[src/rtl/enc_pkg.sv]
package enc_pkg;
  typedef enum logic [1:0] {
    MODE_CLK = 2'd0,
    MODE_X2A = 2'd1,
    MODE_X2B = 2'd2,
    MODE_X4  = 2'd3
  } enc_mode_e;

  typedef enum logic [1:0] {
    ADR_CTRL  = 2'd0,
    ADR_MODE  = 2'd1,
    ADR_COUNT = 2'd2,
    ADR_CEIL  = 2'd3
  } enc_addr_e;
endpackage

[src/rtl/enc_sync.sv]
module enc_sync #(
  parameter int W      = 2,
  parameter int STAGES = 2
) (
  input  logic         clk_i,
  input  logic         rst_ni,
  input  logic [W-1:0] d_i,
  output logic [W-1:0] q_o
);
  logic [STAGES-1:0][W-1:0] pipe_q;

  always_ff @(posedge clk_i or negedge rst_ni) begin
    if (!rst_ni) pipe_q <= '0;
    else begin
      pipe_q[0] <= d_i;
      for (int i = 1; i < STAGES; i++) pipe_q[i] <= pipe_q[i-1];
    end
  end

  assign q_o = pipe_q[STAGES-1];
endmodule

[src/rtl/enc_edge_dec.sv]
module enc_edge_dec
  import enc_pkg::*;
(
  input  logic      clk_i,
  input  logic      rst_ni,
  input  logic      a_i,
  input  logic      b_i,
  input  enc_mode_e mode_i,
  output logic      step_up_o,
  output logic      step_dn_o
);
  logic a_prev_q, b_prev_q;
  logic a_chg, b_chg, a_fwd, b_fwd;

  always_ff @(posedge clk_i or negedge rst_ni) begin
    if (!rst_ni) begin
      a_prev_q <= 1'b0;
      b_prev_q <= 1'b0;
    end else begin
      a_prev_q <= a_i;
      b_prev_q <= b_i;
    end
  end

  assign a_chg = a_i ^ a_prev_q;
  assign b_chg = b_i ^ b_prev_q;
  // A leads B on forward motion
  assign a_fwd = a_i ^ b_i;
  assign b_fwd = ~(a_i ^ b_i);

  always_comb begin
    step_up_o = 1'b0;
    step_dn_o = 1'b0;
    unique case (mode_i)
      MODE_CLK: step_up_o = 1'b1;
      MODE_X2A: if (a_chg && !b_chg) begin
        step_up_o = a_fwd;
        step_dn_o = ~a_fwd;
      end
      MODE_X2B: if (b_chg && !a_chg) begin
        step_up_o = b_fwd;
        step_dn_o = ~b_fwd;
      end
      MODE_X4: if (a_chg ^ b_chg) begin
        step_up_o = a_chg ? a_fwd : b_fwd;
        step_dn_o = a_chg ? ~a_fwd : ~b_fwd;
      end
      default: ;
    endcase
  end

  p_one_step_r5: assert property (@(posedge clk_i) disable iff (!rst_ni)
    $onehot0({step_up_o, step_dn_o}));
  p_clk_up_r2: assert property (@(posedge clk_i) disable iff (!rst_ni)
    (mode_i == MODE_CLK) |-> (step_up_o && !step_dn_o));
  p_x2a_b_idle_r3: assert property (@(posedge clk_i) disable iff (!rst_ni)
    (mode_i == MODE_X2A && $stable(a_i)) |-> !(step_up_o || step_dn_o));
  p_x2b_a_idle_r4: assert property (@(posedge clk_i) disable iff (!rst_ni)
    (mode_i == MODE_X2B && $stable(b_i)) |-> !(step_up_o || step_dn_o));
endmodule

[src/rtl/enc_regs.sv]
module enc_regs
  import enc_pkg::*;
#(
  parameter int CNT_W = 16
) (
  input  logic             clk_i,
  input  logic             rst_ni,
  input  logic             wr_i,
  input  logic [1:0]       addr_i,
  input  logic [CNT_W-1:0] wdata_i,
  input  logic             update_i,
  output logic             enable_o,
  output enc_mode_e        mode_o,
  output logic [CNT_W-1:0] ceil_o
);
  enc_mode_e mode_pend_q, mode_act_q;
  logic      wr_mode;

  assign wr_mode = wr_i && (addr_i == ADR_MODE);

  always_ff @(posedge clk_i or negedge rst_ni) begin
    if (!rst_ni) begin
      enable_o    <= 1'b0;
      ceil_o      <= '1;
      mode_pend_q <= MODE_CLK;
      mode_act_q  <= MODE_CLK;
    end else begin
      if (wr_i && addr_i == ADR_CTRL) enable_o <= wdata_i[0];
      if (wr_i && addr_i == ADR_CEIL) ceil_o <= wdata_i;
      if (wr_mode) mode_pend_q <= enc_mode_e'(wdata_i[1:0]);
      if (update_i) mode_act_q <= wr_mode ? enc_mode_e'(wdata_i[1:0]) : mode_pend_q;
    end
  end

  assign mode_o = mode_act_q;

  p_mode_held_r9: assert property (@(posedge clk_i) disable iff (!rst_ni)
    !update_i |=> $stable(mode_act_q));
  p_ceil_load_r10: assert property (@(posedge clk_i) disable iff (!rst_ni)
    (wr_i && addr_i == ADR_CEIL) |=> (ceil_o == $past(wdata_i)));
endmodule

[src/rtl/enc_count_core.sv]
module enc_count_core #(
  parameter int CNT_W = 16
) (
  input  logic             clk_i,
  input  logic             rst_ni,
  input  logic             en_i,
  input  logic             step_up_i,
  input  logic             step_dn_i,
  input  logic [CNT_W-1:0] ceil_i,
  input  logic             load_i,
  input  logic [CNT_W-1:0] load_val_i,
  output logic [CNT_W-1:0] count_o,
  output logic             dir_o
);
  logic [CNT_W-1:0] count_q;
  logic             load_ok;

  assign load_ok = load_i && (load_val_i <= ceil_i);

  always_ff @(posedge clk_i or negedge rst_ni) begin
    if (!rst_ni) begin
      count_q <= '0;
      dir_o   <= 1'b0;
    end else begin
      if (load_ok) count_q <= load_val_i;
      else if (en_i && step_up_i) count_q <= (count_q >= ceil_i) ? '0 : count_q + 1'b1;
      else if (en_i && step_dn_i) count_q <= (count_q == '0) ? ceil_i : count_q - 1'b1;
      if (en_i && step_up_i) dir_o <= 1'b0;
      else if (en_i && step_dn_i) dir_o <= 1'b1;
    end
  end

  assign count_o = count_q;

  p_hold_off_r8: assert property (@(posedge clk_i) disable iff (!rst_ni)
    (!en_i && !load_i) |=> $stable(count_q));
  p_reject_big_r11: assert property (@(posedge clk_i) disable iff (!rst_ni)
    (load_i && load_val_i > ceil_i && !en_i) |=> $stable(count_q));
  p_wrap_up_r7: assert property (@(posedge clk_i) disable iff (!rst_ni)
    (en_i && step_up_i && !load_i && count_q >= ceil_i) |=> (count_q == '0));
  p_wrap_dn_r7: assert property (@(posedge clk_i) disable iff (!rst_ni)
    (en_i && step_dn_i && !load_i && count_q == '0) |=> (count_q == $past(ceil_i)));
  p_dir_dn_r6: assert property (@(posedge clk_i) disable iff (!rst_ni)
    (en_i && step_dn_i) |=> dir_o);
endmodule

[src/rtl/enc_quad_counter.sv]
module enc_quad_counter
  import enc_pkg::*;
#(
  parameter int CNT_W       = 16,
  parameter int SYNC_STAGES = 2
) (
  input  logic             clk_i,
  input  logic             rst_ni,
  input  logic             wr_i,
  input  logic [1:0]       addr_i,
  input  logic [CNT_W-1:0] wdata_i,
  input  logic             update_i,
  input  logic             enc_a_i,
  input  logic             enc_b_i,
  output logic [CNT_W-1:0] count_o,
  output logic [CNT_W-1:0] ceiling_o,
  output logic [1:0]       mode_o,
  output logic             enable_o,
  output logic             dir_o
);
  logic [1:0] ab_sync;
  enc_mode_e  mode_act;
  logic       step_up, step_dn, enable;
  logic [CNT_W-1:0] ceil;

  enc_sync #(.W(2), .STAGES(SYNC_STAGES)) u_sync (
    .clk_i (clk_i),
    .rst_ni(rst_ni),
    .d_i   ({enc_b_i, enc_a_i}),
    .q_o   (ab_sync)
  );

  enc_regs #(.CNT_W(CNT_W)) u_regs (
    .clk_i   (clk_i),
    .rst_ni  (rst_ni),
    .wr_i    (wr_i),
    .addr_i  (addr_i),
    .wdata_i (wdata_i),
    .update_i(update_i),
    .enable_o(enable),
    .mode_o  (mode_act),
    .ceil_o  (ceil)
  );

  enc_edge_dec u_dec (
    .clk_i    (clk_i),
    .rst_ni   (rst_ni),
    .a_i      (ab_sync[0]),
    .b_i      (ab_sync[1]),
    .mode_i   (mode_act),
    .step_up_o(step_up),
    .step_dn_o(step_dn)
  );

  enc_count_core #(.CNT_W(CNT_W)) u_core (
    .clk_i     (clk_i),
    .rst_ni    (rst_ni),
    .en_i      (enable),
    .step_up_i (step_up),
    .step_dn_i (step_dn),
    .ceil_i    (ceil),
    .load_i    (wr_i && addr_i == ADR_COUNT),
    .load_val_i(wdata_i),
    .count_o   (count_o),
    .dir_o     (dir_o)
  );

  assign ceiling_o = ceil;
  assign mode_o    = mode_act;
  assign enable_o  = enable;
endmodule

[config.mk]
export PLATFORM = sky130hd
export DESIGN_NAME = enc_quad_counter
export DESIGN_NICKNAME = d
export VERILOG_FILES = /design/src/rtl/enc_pkg.sv /design/src/rtl/enc_sync.sv /design/src/rtl/enc_edge_dec.sv /design/src/rtl/enc_regs.sv /design/src/rtl/enc_count_core.sv /design/src/rtl/enc_quad_counter.sv
export SDC_FILE = /design/constraint.sdc
export NUM_CORES = 1
export LEC_CHECK = 0
export BUFFER_PORTS_ARGS = -buffer_cell sky130_fd_sc_hd__buf_2
export CAP_MARGIN = 10
export CORE_MARGIN = 2
export CORE_UTILIZATION = 50
export CTS_CLUSTER_SIZE = 12
export DETAILED_ROUTE_END_ITERATION = 7
export PLACE_DENSITY = 0.72
export SLEW_MARGIN = 10
export SYNTH_ARGS = -nofsm -noshare
export SYNTH_HDL_FRONTEND = slang
export SYNTH_HIERARCHICAL = 1
export SYNTH_SLANG_ARGS = --single-unit
[constraint.sdc]
create_clock -name clk_i -period 5.9 [get_ports clk_i]
set_input_delay 0 -clock clk_i [delete_from_list [all_inputs] [get_ports clk_i]]
set_output_delay 0 -clock clk_i [all_outputs]
set_load 0.1 [all_outputs]
==> impl_metrics.prom, run 1 <==
# TYPE chip_impl_metric gauge
chip_impl_info{name="cp-endpoint",value="u_core/count_o[0]"} 1
chip_impl_info{name="slowest_library_cell_on_the_worst_path",value="or4_1"} 1
chip_impl_metric{name="dp_hpwl",unit="µm"} 7502
chip_impl_metric{name="top_level_ports",unit=""} 60
chip_impl_info{name="regToRegEndpoint",value="u_core/count_o[0]"} 1
chip_impl_metric{name="finalNetCount",unit=""} 539
chip_impl_metric{name="slew_viol_final",unit=""} 0
chip_impl_metric{name="detail_route.iter0.violations",unit=""} 306
chip_impl_metric{name="growth_of_design_area_from_synthesis_to_finish",unit="%"} 16.00
chip_impl_metric{name="sequential_fraction_of_the_synthesis_area",unit="%"} 29.99
chip_impl_metric{name="start_util",unit="%"} 51.54
chip_impl_metric{name="floorplan.die_area",unit="µm²"} 8185
chip_impl_metric{name="synthesis.yosys.warnings",unit=""} 6
chip_impl_info{name="worst_setup_path_startpoint",value="u_regs/ceil_o[15]"} 1
chip_impl_metric{name="final_estimated_routing_congestion_in_global_placement",unit=""} 0.9408
chip_impl_metric{name="first_global_vias",unit=""} 3362
chip_impl_metric{name="total_power",unit="W"} 0.002339
chip_impl_metric{name="gr-total-overflow",unit=""} 0
chip_impl_metric{name="crit_cells",unit=""} 8
chip_impl_metric{name="critPathMaxFanout",unit=""} 16
chip_impl_metric{name="synth_area_per_cell",unit="µm²"} 8.965
chip_impl_metric{name="timing.critical_path.arrival",unit="ns"} 3.34
chip_impl_metric{name="vias",unit=""} 3560
chip_impl_info{name="timing.critical_path.cells",value="inv_1, ha_1, nand4_1, or4_1, nor3_1, buf_4, or2_1, mux2i_1"} 1
chip_impl_info{name="run_status",value="complete, no violations"} 1
chip_impl_metric{name="grt_util_all_layers",unit="%"} 26.38
chip_impl_metric{name="placeableCoreArea",unit="µm²"} 7253
chip_impl_metric{name="clock_insertion_delay_worst_skew",unit="ns"} 0.31
chip_impl_metric{name="ys_types",unit=""} 55
chip_impl_info{name="crit_type",value="flip-flop to flip-flop"} 1
chip_impl_metric{name="synth.top_cell.area_share",unit="%"} 18.74
chip_impl_metric{name="finalHoldViolations",unit=""} 0
chip_impl_metric{name="detail_route.wl_per_cell",unit="µm"} 18.48
chip_impl_metric{name="max_ir_drop_vdd",unit="mV"} 0.3893
chip_impl_metric{name="numPortBuffers",unit=""} 59
chip_impl_metric{name="rr_worst_depth",unit=""} 8
chip_impl_metric{name="totalNegativeSetupSlack",unit="ns"} 0
chip_impl_info{name="category_of_the_worst_setup_path_capture_point",value="flip-flop"} 1
chip_impl_info{name="hold_class",value="input port to flip-flop"} 1
chip_impl_metric{name="clock_buffer_count_from_cts",unit=""} 5
chip_impl_metric{name="critical_path.n_buffers_inverters",unit=""} 2
chip_impl_metric{name="timing.final.setup_violations",unit=""} 0
chip_impl_metric{name="synthesized_nets",unit=""} 478
chip_impl_info{name="synth_ff_type",value="dfrtp_1"} 1
chip_impl_metric{name="required",unit="ns"} 6.13
chip_impl_metric{name="power.static_leakage",unit="nW"} 1.904
chip_impl_info{name="tritoncts",value="done"} 1
chip_impl_metric{name="cellPowerDensity",unit="nW/µm²"} 539.3
chip_impl_metric{name="ant_nets",unit=""} 0
chip_impl_metric{name="cts.sink_count",unit=""} 44
chip_impl_metric{name="layout-drive-gt1-share",unit="%"} 24.22
chip_impl_info{name="netlist_top_cells_count",value="ha_1 (37), dfrtp_1 (28), o21ai_0 (28)"} 1
chip_impl_metric{name="clock-skew-final",unit="ns"} 0.006572
chip_impl_metric{name="wire_length_of_the_first_global_routing_pass",unit="µm"} 17370
chip_impl_metric{name="cts.reportedPaths.clkPinSlew",unit="ns"} 0.09
chip_impl_info{name="timing.critical_path.max_delay_family",value="simple AND/OR/NAND/NOR gates"} 1
chip_impl_metric{name="rows",unit=""} 31
chip_impl_metric{name="route.final.wire_length",unit="µm"} 10680
chip_impl_info{name="post_synth_main_area_contributors",value="dfrtp_1 (19%), ha_1 (12%), dfstp_2 (11%)"} 1
chip_impl_metric{name="antenna_found_initial",unit=""} 0
chip_impl_info{name="synthMostInstantiatedCell",value="ha_1"} 1
chip_impl_metric{name="drc_errors",unit=""} 0
chip_impl_metric{name="cpPeakStageDelay",unit="ns"} 0.59
chip_impl_metric{name="postSynth.asyncResetShare",unit="%"} 100.0
chip_impl_info{name="synth_largest_area_cell",value="dfrtp_1"} 1
chip_impl_metric{name="max_clock_freq",unit="MHz"} 321.7
chip_impl_metric{name="post_cts_gate_resize_count",unit=""} 0
chip_impl_metric{name="rrSetupSlack",unit="ns"} 2.79
chip_impl_metric{name="finalCriticalPeriod",unit="ns"} 3.109
chip_impl_metric{name="synth_enable_flop_cells",unit=""} 0
chip_impl_metric{name="worst_slew_margin_rel",unit="%"} 33.13
chip_impl_metric{name="tightest_slew",unit="ns"} 1.003
chip_impl_info{name="critical_path.startpoint_type",value="flip-flop"} 1
chip_impl_metric{name="pin_count_of_the_biggest_net_entering_global_routing",unit=""} 45
chip_impl_info{name="clk_root_buffer_cell",value="clkbuf_8"} 1
chip_impl_metric{name="clockBufferDepth",unit=""} 2
chip_impl_metric{name="cts_max_level",unit=""} 2
chip_impl_metric{name="floorplan.die.width",unit="µm"} 90.47
chip_impl_metric{name="syn_area",unit="µm²"} 3739
chip_impl_metric{name="synth-seq-cells",unit=""} 44
chip_impl_metric{name="min_period_over_period",unit="%"} 52.69
chip_impl_metric{name="vias_per_cell",unit=""} 6.159
chip_impl_metric{name="post_synth_inst_count",unit=""} 417
chip_impl_metric{name="antenna_cells_inserted",unit=""} 0
chip_impl_metric{name="die_y",unit="µm"} 90.47
chip_impl_info{name="r2r_start",value="u_regs/ceil_o[15]"} 1
chip_impl_metric{name="num-fill-cells",unit=""} 659
chip_impl_info{name="grt_setup_unrepaired",value="false"} 1
chip_impl_metric{name="first_pass_iters",unit=""} 4
chip_impl_metric{name="max_cap_viols",unit=""} 0
[report_power, final]
part / switching [W] / internal [W]
combinational: 0.00108 / 0.000396
clock: 0.000118 / 0.000128
sequential: 0.000212 / 0.000405
total: 0.00141 / 0.000929
[through the flow]
step | instances | area (µm²) | setup slack (ns) | hold slack (ns) | utilization [%]
final | 578 | 4337 | 2.791 | 0.09990 | 59.79
after CTS | 578 | 4337 | 2.773 | 0.09021 | 59.79
after global routing | 578 | 4337 | 2.527 | 0.09780 | 59.79
after detailed placement | 550 | 4021 | 2.794 | 0.1110 | 55.44
after global placement | 550 | 4021 | 2.894 | 0.1095 | 55.44
after floorplan | 417 | 3739 | 2.668 | -0.2956 | -
[worst min-delay path, cell delays in order]
cell      delay [ns]
buf_2           0.13
nand3b_4        0.09
mux2_4          0.15
[state kept, by name, summed over array words and instances (netlist names)]
register,count
u_regs/enable_o,1
u_dec/a_prev_q,1
u_dec/b_prev_q,1
u_regs/mode_pend_q,2
u_sync/q_o,2
u_core/count_o,16
u_sync/pipe_q,2
u_regs/ceil_o,16
u_regs/mode_o,2
u_core/dir_o,1
[layout make-up]
cell class / instances / area [µm²] / area share (%)
clock buffers: 5 / 68.82 / 1.587
clock inverters: 3 / 46.29 / 1.068
inverters: 27 / 101.3 / 2.337
multi-input cells: 318 / 2357 / 54.36
flip-flops and latches: 44 / 1121 / 25.85
well taps: 99 / 123.9 / 2.856
repair buffers: 82 / 518.0 / 11.94
[worst min path at each step]
stage / startpoint / end / slack [ns] / cells after the start
after floorplan: rst_ni / u_core/count_o[0] / -0.30 / 0
after global routing: wr_i / u_regs/mode_pend_q[1] / 0.1 / 3
after global placement: enc_b_i / u_sync/pipe_q[1] / 0.11 / 1
after detailed placement: enc_b_i / u_sync/pipe_q[1] / 0.11 / 1
after CTS: wr_i / u_regs/mode_pend_q[1] / 0.09 / 3
final: wr_i / u_regs/mode_pend_q[1] / 0.1 / 3
[logic make-up after synthesis]
group	count (synthesis)	share of synthesized area, %
AOI/OAI and AO/OA	113	19.34
muxes	24	8.333
buffers and inverters	55	6.961
and+or+nand+nor	122	17.84
DFF	44	29.99
xor gates and xnor gates	22	5.154
adders and majority gates	37	12.38
[what timing repair did]
action | 4_1_cts | 5_1_grt
setup endpoints to repair | 0 | 0
hold endpoints to repair | 64 | 0
hold buffers | 20 | 0
setup buffers | 0 | 0
[routing by layer]
| metal | GRT usage [%] | routed length, µm | vias up |
|---|---|---|---|
| met5 | 0 | 0 | - |
| met1 | 36.78 | 4714 | 1744 |
| li1 | - | - | 1639 |
| met3 | 3.756 | 736 | 24 |
| met4 | 9.103 | 249 | 0 |
| met2 | 41.92 | 4982 | 153 |
[layout by cell type, fill, tap and decap left out, types with 4 or more instances in the layout]
cell	instances
o21ai_0	28
nor3_1	15
ha_1	37
o31ai_1	20
nand4_1	9
mux2_4	12
xor2_1	10
xnor2_1	12
inv_1	27
nor4_1	4
nor2_1	27
o21ai_1	5
mux2_2	9
nand2_1	25
buf_2	59
dlygate4sd3_1	20
dfrtp_1	28
nand3_1	7
clkbuf_8	5
nand2b_1	5
dfstp_2	16
a221oi_1	9
or3_1	5
a211oi_1	9
a21oi_1	23
(Power assumes the default switching activity.)
==> run 2: changes to the inputs <==
PLACE_DENSITY = 0.75   (was 0.72)
clock period = 2.6 ns   (was 5.9 ns; I/O delays follow)
==> run 2 against run 1 <==
  * The flow now finishes with violations (setup timing)
  * Clock power up 130%
  * Non-clock buffer count up 61
  * Utilization up 13 points
  * Cell area up 22%
  * Register-to-register slack worse by 3.0 ns
  * Sequential share of layout area down 3.2 points
  * Setup slack worse by 3.0 ns
  * Power rose to 2.7 times the previous value
  * Critical path depth up 2
  * Sequential power up 88%
  * Clock skew up 0.0038 ns
  * Hold slack worse by 0.075 ns
  * Critical endpoint is now u_core/count_o[2]
  * Largest power group unchanged
  * Highest routed layer unchanged
==> impl_metrics.prom, run 2 (synthesized netlist as in run 1, its figures left out) <==
# TYPE chip_impl_metric gauge
chip_impl_metric{name="final.setup.worst_slack",unit="ns"} -0.2438
chip_impl_metric{name="finalHoldViolations",unit=""} 0
chip_impl_metric{name="max_ir_drop_vdd",unit="mV"} 0.9486
chip_impl_metric{name="cpPeakStageDelay",unit="ns"} 0.64
chip_impl_info{name="layout_common_cells",value="buf_4 (60), buf_2 (59), ha_1 (28), nor2_1 (27), nand2_1 (25)"} 1
chip_impl_metric{name="gr-total-overflow",unit=""} 0
chip_impl_info{name="worst_hold_startpoint",value="wdata_i[11]"} 1
chip_impl_metric{name="power.static_leakage",unit="nW"} 2.264
chip_impl_info{name="r2r_start",value="u_regs/ceil_o[13]"} 1
chip_impl_info{name="crit_type",value="flip-flop to flip-flop"} 1
chip_impl_metric{name="placeableCoreArea",unit="µm²"} 7253
chip_impl_info{name="category_of_the_worst_setup_path_capture_point",value="flip-flop"} 1
chip_impl_metric{name="wire_length_of_the_first_global_routing_pass",unit="µm"} 19330
chip_impl_metric{name="critPathMaxFanout",unit=""} 8
chip_impl_metric{name="clockBufferDepth",unit=""} 2
chip_impl_metric{name="slew_viol_final",unit=""} 0
chip_impl_metric{name="num-fill-cells",unit=""} 538
chip_impl_metric{name="dp_hpwl",unit="µm"} 8269
chip_impl_metric{name="first_pass_iters",unit=""} 5
chip_impl_metric{name="final_estimated_routing_congestion_in_global_placement",unit=""} 0.9066
chip_impl_metric{name="clock_buffer_count_from_cts",unit=""} 5
chip_impl_metric{name="detail_route.iter0.violations",unit=""} 400
chip_impl_info{name="timing.critical_path.cells",value="inv_4, buf_6, ha_4, nand4_1, or4_4, a21o_1, o211a_4, or2_4, buf_8, o31ai_4"} 1
chip_impl_metric{name="clock-skew-final",unit="ns"} 0.01038
chip_impl_metric{name="floorplan.die_area",unit="µm²"} 8185
chip_impl_metric{name="antenna_cells_inserted",unit=""} 0
chip_impl_metric{name="max_clock_freq",unit="MHz"} 351.6
chip_impl_metric{name="worst_slew_margin_rel",unit="%"} 31.26
chip_impl_metric{name="cts.sink_count",unit=""} 44
chip_impl_info{name="run_status",value="complete, but fails checks"} 1
chip_impl_metric{name="start_util",unit="%"} 51.54
chip_impl_metric{name="cts_max_level",unit=""} 2
chip_impl_metric{name="ant_nets",unit=""} 0
chip_impl_metric{name="cellPowerDensity",unit="nW/µm²"} 1185
chip_impl_info{name="violations",value="setup timing"} 1
chip_impl_metric{name="top_level_ports",unit=""} 60
chip_impl_metric{name="floorplan.die.width",unit="µm"} 90.47
chip_impl_metric{name="growth_of_design_area_from_synthesis_to_finish",unit="%"} 41.03
chip_impl_metric{name="multi_input_comb_area",unit="µm²"} 2726
chip_impl_info{name="slowest_library_cell_on_the_worst_path",value="dfstp_4"} 1
chip_impl_metric{name="required",unit="ns"} 2.80
chip_impl_metric{name="drc_errors",unit=""} 0
chip_impl_metric{name="antenna_found_initial",unit=""} 0
chip_impl_metric{name="tightest_slew",unit="ns"} 1.031
chip_impl_info{name="hold_class",value="input port to flip-flop"} 1
chip_impl_metric{name="layout-drive-gt1-share",unit="%"} 45.19
chip_impl_metric{name="finalCriticalPeriod",unit="ns"} 2.844
chip_impl_metric{name="finalNetCount",unit=""} 600
chip_impl_metric{name="grt_util_all_layers",unit="%"} 29.21
chip_impl_metric{name="layout.area.seq",unit="µm²"} 1192
chip_impl_metric{name="timing.critical_path.arrival",unit="ns"} 3.05
chip_impl_metric{name="post-place-cells",unit=""} 608
chip_impl_info{name="tritoncts",value="done"} 1
chip_impl_metric{name="route.final.wire_length",unit="µm"} 12190
chip_impl_info{name="grt_setup_unrepaired",value="true"} 1
chip_impl_metric{name="rows",unit=""} 31
chip_impl_metric{name="timing.final.setup_violations",unit=""} 16
chip_impl_metric{name="vias",unit=""} 3932
chip_impl_metric{name="final_cell_count_no_fill",unit=""} 639
chip_impl_metric{name="pin_count_of_the_biggest_net_entering_global_routing",unit=""} 45
chip_impl_metric{name="max_cap_viols",unit=""} 0
chip_impl_metric{name="numPortBuffers",unit=""} 59
chip_impl_metric{name="detail_route.wl_per_cell",unit="µm"} 19.07
chip_impl_metric{name="first_global_vias",unit=""} 3823
chip_impl_metric{name="cts.reportedPaths.clkPinSlew",unit="ns"} 0.10
chip_impl_info{name="regToRegEndpoint",value="u_core/count_o[2]"} 1
chip_impl_metric{name="totalNegativeSetupSlack",unit="ns"} -2.898
chip_impl_info{name="clk_root_buffer_cell",value="clkbuf_8"} 1
chip_impl_metric{name="min_period_over_period",unit="%"} 109.4
chip_impl_metric{name="min_path_cells",unit=""} 2
chip_impl_metric{name="die_y",unit="µm"} 90.47
chip_impl_info{name="holdPathEnd",value="u_regs/ceil_o[11]"} 1
chip_impl_metric{name="clock_insertion_delay_worst_skew",unit="ns"} 0.31
chip_impl_info{name="critical_path.startpoint_type",value="flip-flop"} 1
chip_impl_info{name="final_common_cell",value="buf_4"} 1
chip_impl_metric{name="rr_worst_depth",unit=""} 10
chip_impl_metric{name="rrSetupSlack",unit="ns"} -0.24
chip_impl_metric{name="vias_per_cell",unit=""} 6.153
## run 2: cell types whose count changed in the layout (fill, tap and decap cells not counted), moves of 6 or more
| cell | previous run | this run |
|---|---|---|
| buf_4 | 3 | 60 |
| dfrtp_1 | 28 | 14 |
| dfrtp_2 | 0 | 12 |
| dfstp_2 | 16 | 3 |
| dfstp_4 | 0 | 13 |
| ha_1 | 37 | 28 |
| ha_4 | 0 | 9 |
| inv_1 | 27 | 15 |
| inv_4 | 0 | 7 |
| o21ai_0 | 28 | 20 |
| o21ai_1 | 5 | 11 |
| o31ai_1 | 20 | 9 |
| o31ai_2 | 0 | 6 |
## run 2: metrics by stage
stage	setup WS (ns)	instance area, µm²	hold WS, ns	utilization, %	power, W
after detailed placement	-0.6086	4646	0.1093	64.05	0.005187
after CTS	-0.1626	5122	0.01842	70.62	0.005966
after global routing	-0.2711	5273	0.02697	72.69	0.006551
final	-0.2438	5273	0.02514	72.69	0.006247
after floorplan	-0.1760	3944	-0.2956	-	0.004190
after global placement	-0.4351	4646	0.1076	64.05	0.005079
## run 2: worst max-delay path, delay by kind of cell (launching register included)
kind | cells | cell delay [ns]
AND/OR/NAND/NOR | 3 | 0.93
flip-flops | 1 | 0.64
AO/OA/AOI/OAI | 3 | 0.60
buffers and inverters | 3 | 0.31
adder cells (fa/ha/maj) | 1 | 0.26
## run 2: per-layer routing
metal	wire [µm]	global-route usage (%)	up-vias	part of all wire, %
met5	0	0	-	0
met4	280	9.231	0	2.3
met3	896	3.840	33	7.4
met2	6053	50.56	216	50
met1	4954	37.78	1903	41
li1	-	-	1780	-
## run 2: area by class of cell
cell class | count | share of cell area, %
clock inverters | 3 | 0.8780
flip-flops and latches | 44 | 22.62
repair buffers | 143 | 18.89
well taps | 99 | 2.349
clock buffers | 5 | 1.305
multi-input cells | 318 | 51.71
inverters | 27 | 2.254
## run 2: power by group
part           switching [W]  internal, W  total, W
clock network       0.000280     0.000290  0.000570
logic                0.00310      0.00141   0.00451
registers           0.000190     0.000974   0.00116
## run 2: worst max path at each step
stage,slack (ns),end,start,cells past startpoint
6_report,-0.24,u_core/count_o[2],u_regs/ceil_o[13],10
5_1_grt,-0.27,u_core/count_o[2],u_regs/ceil_o[13],10
4_1_cts,-0.16,u_core/count_o[2],u_regs/ceil_o[13],10
3_5_place_dp,-0.61,u_core/count_o[2],u_dec/a_prev_q,9
3_3_place_gp,-0.44,u_core/count_o[3],u_dec/a_prev_q,9
2_1_floorplan,-0.18,u_core/count_o[13],u_regs/ceil_o[11],10
## run 2: what timing repair did
action | in CTS | in global routing
endpoints found under the hold margin | 60 | 0
hold buffers | 19 | 0
buffers inserted | 4 | 1
gates resized for setup | 26 | 30
pin swaps | 5 | 10
setup endpoints to repair | 16 | 16
